### config.mk
export PLATFORM = sky130hd
export DESIGN_NAME = instr_cycle_ctrl
export DESIGN_NICKNAME = d
export VERILOG_FILES = /design/src/rtl/instr_cycle_ctrl.sv
export SDC_FILE = /design/constraint.sdc
export NUM_CORES = 1
export LEC_CHECK = 0
export BUFFER_PORTS_ARGS = -buffer_cell sky130_fd_sc_hd__buf_2
export CORE_MARGIN = 3
export CORE_UTILIZATION = 57
export DETAILED_ROUTE_END_ITERATION = 7
export PLACE_DENSITY_LB_ADDON = 0.1
export SLEW_MARGIN = 5
export SYNTH_ARGS = -nofsm -noshare
export SYNTH_HDL_FRONTEND = slang
export SYNTH_SLANG_ARGS = --single-unit
### constraint.sdc
create_clock -name clk -period 2.9 [get_ports clk]
set_input_delay 0.87 -clock clk [delete_from_list [all_inputs] [get_ports clk]]
set_output_delay 0.87 -clock clk [all_outputs]
set_load 0.02 [all_outputs]
### src/rtl/instr_cycle_ctrl.sv
module instr_cycle_ctrl #(
  parameter int AW = 12,
  parameter logic [AW-1:0] SAVE_ADDR = 'h3F0,
  parameter logic [AW-1:0] ISR_ADDR  = 'h200
) (
  input  logic          clk,
  input  logic          rst_n,
  input  logic          irq,
  output logic [AW-1:0] mem_addr,
  output logic [15:0]   mem_wdata,
  input  logic [15:0]   mem_rdata,
  output logic          mem_rd,
  output logic          mem_wr,
  output logic [15:0]   acc,
  output logic [AW-1:0] pc,
  output logic          halted
);
  localparam int OPW = 3;
  localparam int DW  = 16;

  localparam logic [OPW-1:0] OP_HALT  = 3'd0;
  localparam logic [OPW-1:0] OP_LOAD  = 3'd1;
  localparam logic [OPW-1:0] OP_STORE = 3'd2;
  localparam logic [OPW-1:0] OP_ADD   = 3'd3;
  localparam logic [OPW-1:0] OP_JMP   = 3'd4;

  typedef enum logic [3:0] {
    S_F1, S_F2, S_F3, S_I1, S_I2, S_I3, S_E1, S_E2, S_E3,
    S_N1, S_N2, S_N3, S_HALT
  } step_t;

  step_t          st;
  logic [AW-1:0]  pc_q, mar_q;
  logic [DW-1:0]  mbr_q, ir_q, acc_q;
  logic           ie_q;

  wire [OPW-1:0] op     = ir_q[DW-1 -: OPW];
  wire [AW-1:0]  fld    = ir_q[AW-1:0];
  wire [OPW-1:0] op_in  = mem_rdata[DW-1 -: OPW];
  wire           is_mem = (op == OP_LOAD) || (op == OP_ADD);
  wire           is_st  = (op == OP_STORE);
  step_t         after_ex;

  assign after_ex  = (irq && ie_q) ? S_N1 : S_F1;
  assign mem_addr  = mar_q;
  assign mem_wdata = mbr_q;
  assign mem_rd    = (st == S_F2) || (st == S_I2) || (st == S_E2 && is_mem);
  assign mem_wr    = (st == S_E2 && is_st) || (st == S_N3);
  assign acc       = acc_q;
  assign pc        = pc_q;
  assign halted    = (st == S_HALT);

  always_ff @(posedge clk or negedge rst_n) begin
    if (!rst_n) begin
      st    <= S_F1;
      pc_q  <= '0;
      mar_q <= '0;
      mbr_q <= '0;
      ir_q  <= '0;
      acc_q <= '0;
      ie_q  <= 1'b1;
    end else begin
      case (st)
        S_F1: begin mar_q <= pc_q; st <= S_F2; end
        S_F2: begin pc_q <= pc_q + 1'b1; st <= S_F3; end
        S_F3: begin
          mbr_q <= mem_rdata;
          ir_q  <= mem_rdata;
          if (op_in == OP_HALT)   st <= S_HALT;
          else if (mem_rdata[AW]) st <= S_I1;
          else                    st <= S_E1;
        end
        S_I1: begin mar_q <= fld; st <= S_I2; end
        S_I2: st <= S_I3;
        S_I3: begin
          mbr_q          <= mem_rdata;
          ir_q[AW-1:0]   <= mem_rdata[AW-1:0];
          st             <= S_E1;
        end
        S_E1: begin
          if (is_mem) begin
            mar_q <= fld;
            st    <= S_E2;
          end else if (is_st) begin
            mar_q <= fld;
            mbr_q <= acc_q;
            st    <= S_E2;
          end else if (op == OP_JMP) begin
            pc_q <= fld;
            st   <= after_ex;
          end else begin
            st <= after_ex;
          end
        end
        S_E2: st <= S_E3;
        S_E3: begin
          if (is_mem) mbr_q <= mem_rdata;
          if (op == OP_LOAD)     acc_q <= mem_rdata;
          else if (op == OP_ADD) acc_q <= acc_q + mem_rdata;
          st <= after_ex;
        end
        S_N1: begin mbr_q <= {{(DW-AW){1'b0}}, pc_q}; st <= S_N2; end
        S_N2: begin
          mar_q <= SAVE_ADDR;
          pc_q  <= ISR_ADDR;
          ie_q  <= 1'b0;
          st    <= S_N3;
        end
        S_N3: st <= S_F1;
        default: st <= S_HALT;
      endcase
    end
  end

  a_r10_one_strobe: assert property (@(posedge clk) disable iff (!rst_n)
    !(mem_rd && mem_wr));

  a_r2_pc_step: assert property (@(posedge clk) disable iff (!rst_n)
    (st == S_F2) |=> (pc_q == $past(pc_q) + AW'(1)));

  a_r6_jump_target: assert property (@(posedge clk) disable iff (!rst_n)
    (st == S_E1 && op == OP_JMP) |=> (pc_q == $past(fld)));

  a_r8_enter_isr: assert property (@(posedge clk) disable iff (!rst_n)
    (st == S_N2) |=> (!ie_q && pc_q == ISR_ADDR && mem_addr == SAVE_ADDR));

  a_r9_halt_holds: assert property (@(posedge clk) disable iff (!rst_n)
    halted |=> (halted && $stable(pc_q) && !mem_rd && !mem_wr));
endmodule

==> results.toml, run 1 <==
[synth]
yosysTopAreaCellShare_pct = 38.85
ys_top_cells_by_count = "dfrtp_1 (75), a21oi_1 (59), nand2_1 (48)"
ys.flop_type = "dfrtp_1"
synth.distinct_cells = 63
synth_edf_count = 0
synth_top_cell_by_area = "dfrtp_1"
synth_top_cells_by_area = "dfrtp_1 (39%), a21oi_1 (6.1%), o21ai_0 (4.4%)"
ys_ff_latch = 76
netlist_area_um2 = 4831
avgSynthCellArea_um2 = 9.290
synth_fp_nets = 556
synthArstFlopShare_pct = 100.0
synth_most_common_cell = "dfrtp_1"
ys_seq_area_share_pct = 39.39
yosys_warnings = 0
syn_inst = 520

[timing]
worst_slack_ps = 88.28
period_share_pct = 96.96
rsz0062_at_grt = "false"
fmax_mhz = 355.7
setup_viol = 0
clock_skew_ps = 13.01
worstMarginPinSlew_ps = 890.7
whs_ps = 526.4
max_slew_margin_pct = 40.45
slew_viol_final = 0
fin_crit_ps = 2812
hold_violations = 0

[floorplanning]
die_h_um = 98.06
die_w_um = 98.06
rows = 32
core_um2 = 7968
ios = 78
dieArea_um2 = 9616
initial_core_util_pct = 60.63

[placement]
hpwl_mm = 9.395
port-buffer-count = 77
place_congestion = 0.9033
placed_cell_area_um2 = 5354
dpl_worst_slack_ps = -215.1

[grt]
antenna_found_initial = 0
grt_overflow = 0
grt_max_degree = 48
grt_pass1_wl_mm = 21.76
track_usage_pct = 27.91
grt_pass1_vias = 4317

[routing]
drc = 0
wirelength_mm = 13.05
drt_iter0_drc = 278
num_vias = 4419
routed_via_density = 6.250
firstDrtPassIters = 5
wl_per_cell_um = 18.46
ant_nets = 0

[pwr]
power_density_nw_per_um2 = 1350
p_leak_nw = 2.433
irDropWorstVdd_v = 0.0006277

[layout]
area_growth_syn_to_layout_pct = 15.90
antennaDiodeCount = 0
fin_util_pct = 70.27
drive_gt1_share_pct = 29.26
nets = 636
design_area_um2 = 5599

[run_status]
status = "complete, no violations"

[clock_tree]
clockRootBuffer = "clkbuf_8"
cts_resized = 0
post_cts_buffers = 0
cts_tree = "yes"
numClockSinks = 76
clkTransAtPathRegs_ps = 90
clock_latency_ps = 350
cts_hold_buf = 0
cts_buffers = 9
clockBufferDepth = 2
htreeDepth = 3

[worst_setup_path]
critical_path_arrival_ps = 3030
start_kind = "input pin"
worstPathRequired_ps = 3120
crit_fanout = 3
worst-setup-path-type = "in -> reg"
endpoint_kind = "register"

[hold_path]
min-delay-path-class = "reg -> reg"

[run]
maxCapViolCount = 0
per-layer routing:
layer / routed length, um / track usage (%) / vias to the layer above
li1: - / - / 2074
met1: 5669 / 36.96 / 2140
met2: 6245 / 46.07 / 178
met3: 753 / 3.429 / 27
met4: 384 / 12.14 / 0
met5: 0 / 0 / -
sequential cells by signal (all words and copies together) (netlist names):
| register | count |
|---|---|
| acc | 16 |
| mem_addr | 12 |
| ie_q | 1 |
| st | 4 |
| mem_wdata | 16 |
| pc | 12 |
| ir_q | 15 |
where the power goes:
part           switching (mW)  internal [mW]  leakage (nW)
Sequential              0.620           1.59         0.885
Combinational            2.59           1.75          1.42
Clock                   0.430          0.578         0.124
kinds of logic after synthesis:
kind of cell	synth area share, %
muxes	5.387
xor gates and xnor gates	2.357
buffers and inverters	4.869
AOI/OAI and AO/OA	24.71
adders and majority gates	4.558
and+or+nand+nor	18.73
DFF	39.39
stage by stage:
step	setup TNS [ps]	instances	power [mW]
after floorplan	0	520	5.410
after global placement	-494.2	691	6.400
after detailed placement	-708.1	691	6.533
after CTS	0	707	7.556
after global routing	0	707	8.121
final	0	707	7.558
area by class of cell:
class | count | area (um^2)
Clock buffer | 9 | 123.9
Clock inverter | 7 | 121.4
Fill cell | 616 | 2369
Inverter | 7 | 26.28
Multi-Input combinational cell | 404 | 2696
Sequential cell | 76 | 1903
Tap cell | 102 | 127.6
Timing Repair Buffer | 102 | 600.6
worst max-delay path, stage by stage:
cell	delay (ps)
buf_2	110
ha_1	220
fa_1	410
a21o_1	220
a221oi_2	360
nor4b_1	130
or4_1	480
a21oi_1	160
o21ai_1	80
placed cells by master, fill, tap and decap left out, drive strengths merged, types with 2 or more instances in the layout:
master | Yosys | layout
inv | 7 | 9
a21o | 5 | 5
nand2b | 4 | 4
nor3b | 3 | 3
dfrtp | 75 | 75
a31oi | 21 | 21
o221ai | 5 | 5
a22oi | 24 | 24
o21a | 3 | 3
clkbuf | 15 | 9
or4 | 2 | 2
nor2b | 6 | 6
bufinv | 0 | 3
buf | 18 | 102
a211oi | 2 | 2
nand4 | 3 | 3
o31ai | 2 | 2
or3 | 2 | 2
nor4b | 5 | 5
nand3 | 10 | 10
mux2 | 16 | 16
nor2 | 60 | 60
o21ai | 46 | 46
a21oi | 63 | 63
xnor2 | 8 | 8
clkinv | 0 | 2
mux2i | 8 | 8
and3 | 7 | 7
xor2 | 5 | 5
nand2 | 49 | 49
a221oi | 2 | 2
ha | 16 | 16
or2 | 3 | 3
nor4 | 2 | 2
nor3 | 8 | 8
final timing paths:
check,startpoint,end,cells past startpoint,slack (ps)
worst max-delay path,mem_rdata[0],acc[14]$_DFFE_PN0P_,9,90
worst min-delay path,ie_q$_DFFE_PN1P_,ie_q$_DFFE_PN1P_,1,530
worst max register to register,acc[0]$_DFFE_PN0P_,acc[14]$_DFFE_PN0P_,8,280
worst min register to register,ie_q$_DFFE_PN1P_,ie_q$_DFFE_PN1P_,1,530
max in group asynchronous,rst_n,acc[13]$_DFFE_PN0P_,2,1740
min in group asynchronous,rst_n,mem_wdata[15]$_DFFE_PN0P_,1,550
No activity file was read; power rests on OpenSTA's default activity.
==> run 2, diff against run 1 <==
Settings changed: SETUP_SLACK_MARGIN set to 0.5.
==> run 2 against run 1 <==
Combinational power increased by 15%. Setup slack improved by 250 ps. Power up 7.9%. Sequential power about the same.
==> results.toml, run 2 (same netlist as run 1, synthesis figures left out) <==
[grt]
grt_pass1_wl_mm = 22.71
grt_pass1_vias = 4423
antenna_found_initial = 0
grt_overflow = 0
track_usage_pct = 29.24
grt_max_degree = 36

[clock_tree]
htreeDepth = 3
numClockSinks = 76
clockRootBuffer = "clkbuf_8"
cts_buffers = 9
clkTransAtPathRegs_ps = 90
clock_latency_ps = 360
cts_tree = "yes"
cts_hold_buf = 0
clockBufferDepth = 2

[layout]
antennaDiodeCount = 0
nets = 656
area_growth_syn_to_layout_pct = 23.23
fin_util_pct = 74.72
final_cell_mix = "buf_2 (74), dfrtp_1 (72), a21oi_1 (49)"
layout_commonest_cell = "buf_2"
finalNonFillerCells = 727
drive_gt1_share_pct = 36.96

[routing]
wl_met3_mm = 1.014
firstDrtPassIters = 6
routed_via_density = 6.428
highest_layer = "met4"
num_vias = 4673
wirelength_mm = 14.36
met1_length_mm = 5.810
drt_iter0_drc = 367
wl_met2_mm = 7.069
drc = 0
wl_per_cell_um = 19.75
ant_nets = 0

[timing]
hold_violations = 0
slew_viol_final = 0
whs_ps = 452.4
period_share_pct = 88.25
clock_skew_ps = 14.00
fmax_mhz = 390.7
rsz0062_at_grt = "true"
worstMarginPinSlew_ps = 725.6
fin_crit_ps = 2559
fin_tns_setup_ps = 0
max_slew_margin_pct = 51.30
setup_viol = 0

[run]
maxCapViolCount = 0

[floorplanning]
core_um2 = 7968
dieArea_um2 = 9616
die_h_um = 98.06
die_w_um = 98.06
rows = 32
ios = 78
initial_core_util_pct = 60.63

[placement]
dp.cells = 687
hpwl_mm = 9.693
port-buffer-count = 77
place_congestion = 0.9732

[worst_setup_path]
worst-setup-path-type = "reg -> out"
worstPathRequired_ps = 2030
r2r_slack_ps = 510
endpoint_kind = "output pin"
critical_path_arrival_ps = 1690
rr_worst_depth = 8
worstPathCellList = "or4b_4, a21oi_2, buf_4"
crit_fanout = 6
cpPeakStageDelay_ps = 560
slowest_stage = "or4b_4"
start_kind = "register"
reg2reg_from = "acc[0]$_DFFE_PN0P_"
worst-path-stages = 3
critPathTopFamily = "simple AND/OR/NAND/NOR gates"
critical_path_buf_inv_count = 1
r2r-end = "acc[14]$_DFFE_PN0P_"

[pwr]
irDropWorstVdd_v = 0.0006480
p_leak_nw = 2.551
power_density_nw_per_um2 = 1370
fin_total_pwr_mw = 8.158

[hold_path]
min-delay-path-class = "in -> async"

[run_status]
status = "complete, no violations"
==> run 2: cell count changes in the layout (fill, tap and decap cells not counted), sizes merged <==
cell / delta
clkbuf: +2
clkinvlp: +1
inv: +2
clkinv: -2
buf: +18
bufinv: -1
==> run 2: per-stage QoR <==
step	setup WS, ps	instance area, um^2
4_1_cts	355.6	5665
5_1_grt	303.9	5953
3_5_place_dp	-30.39	5351
3_3_place_gp	6.831	5351
2_1_floorplan	183.3	4871
6_report	340.6	5953
==> run 2: worst reg2reg max path, cell delays in order, from the launching register on <==
cell and delay [ps]:
dfrtp_1 450, ha_4 190, fa_2 340, a21o_1 200, a221oi_4 300, nor4b_2 90
or4_1 470, a21oi_1 150, o21ai_1 80
==> run 2: routing by layer <==
metal	up-vias	GRT usage [%]
li1	2106	-
met1	2268	38.94
met2	253	48.17
met3	46	5.214
met4	0	10.01
met5	-	0
==> run 2: timing repair <==
action / in CTS / in global routing
buffers inserted: 4 / 19
endpoints found under the hold margin: 0 / 0
gates resized for setup: 15 / 34
pin swaps: 6 / 8
gates cloned: 0 / 1
endpoints found under the setup margin: 7 / 27
==> run 2: worst max-delay path by stage <==
stage	end	slack (ps)	from
after floorplan	acc[14]$_DFFE_PN0P_	180	mem_rdata[0]
after global placement	acc[14]$_DFFE_PN0P_	7	mem_rdata[0]
after detailed placement	acc[14]$_DFFE_PN0P_	-30	mem_rdata[0]
after CTS	mem_wr	360	st[3]$_DFF_PN0_
after global routing	mem_wr	300	st[3]$_DFF_PN0_
final	mem_wr	340	ir_q[15]$_DFFE_PN0P_
==> run 2: where the power goes <==
part	total (mW)	internal (mW)	switching (mW)
Combinational	5.00	2.12	2.88
Sequential	2.20	1.59	0.612
Clock	0.954	0.500	0.454
Total	8.16	4.21	3.95
==> run 2: final cells by class <==
cell class,instances,area (um^2)
clock buffers,9,123.9
well taps,102,127.6
flip-flops and latches,76,1907
repair buffers,122,784.5
fillers,613,2014
clock inverters,7,105.1
multi-input cells,404,2879
inverters,7,26.28
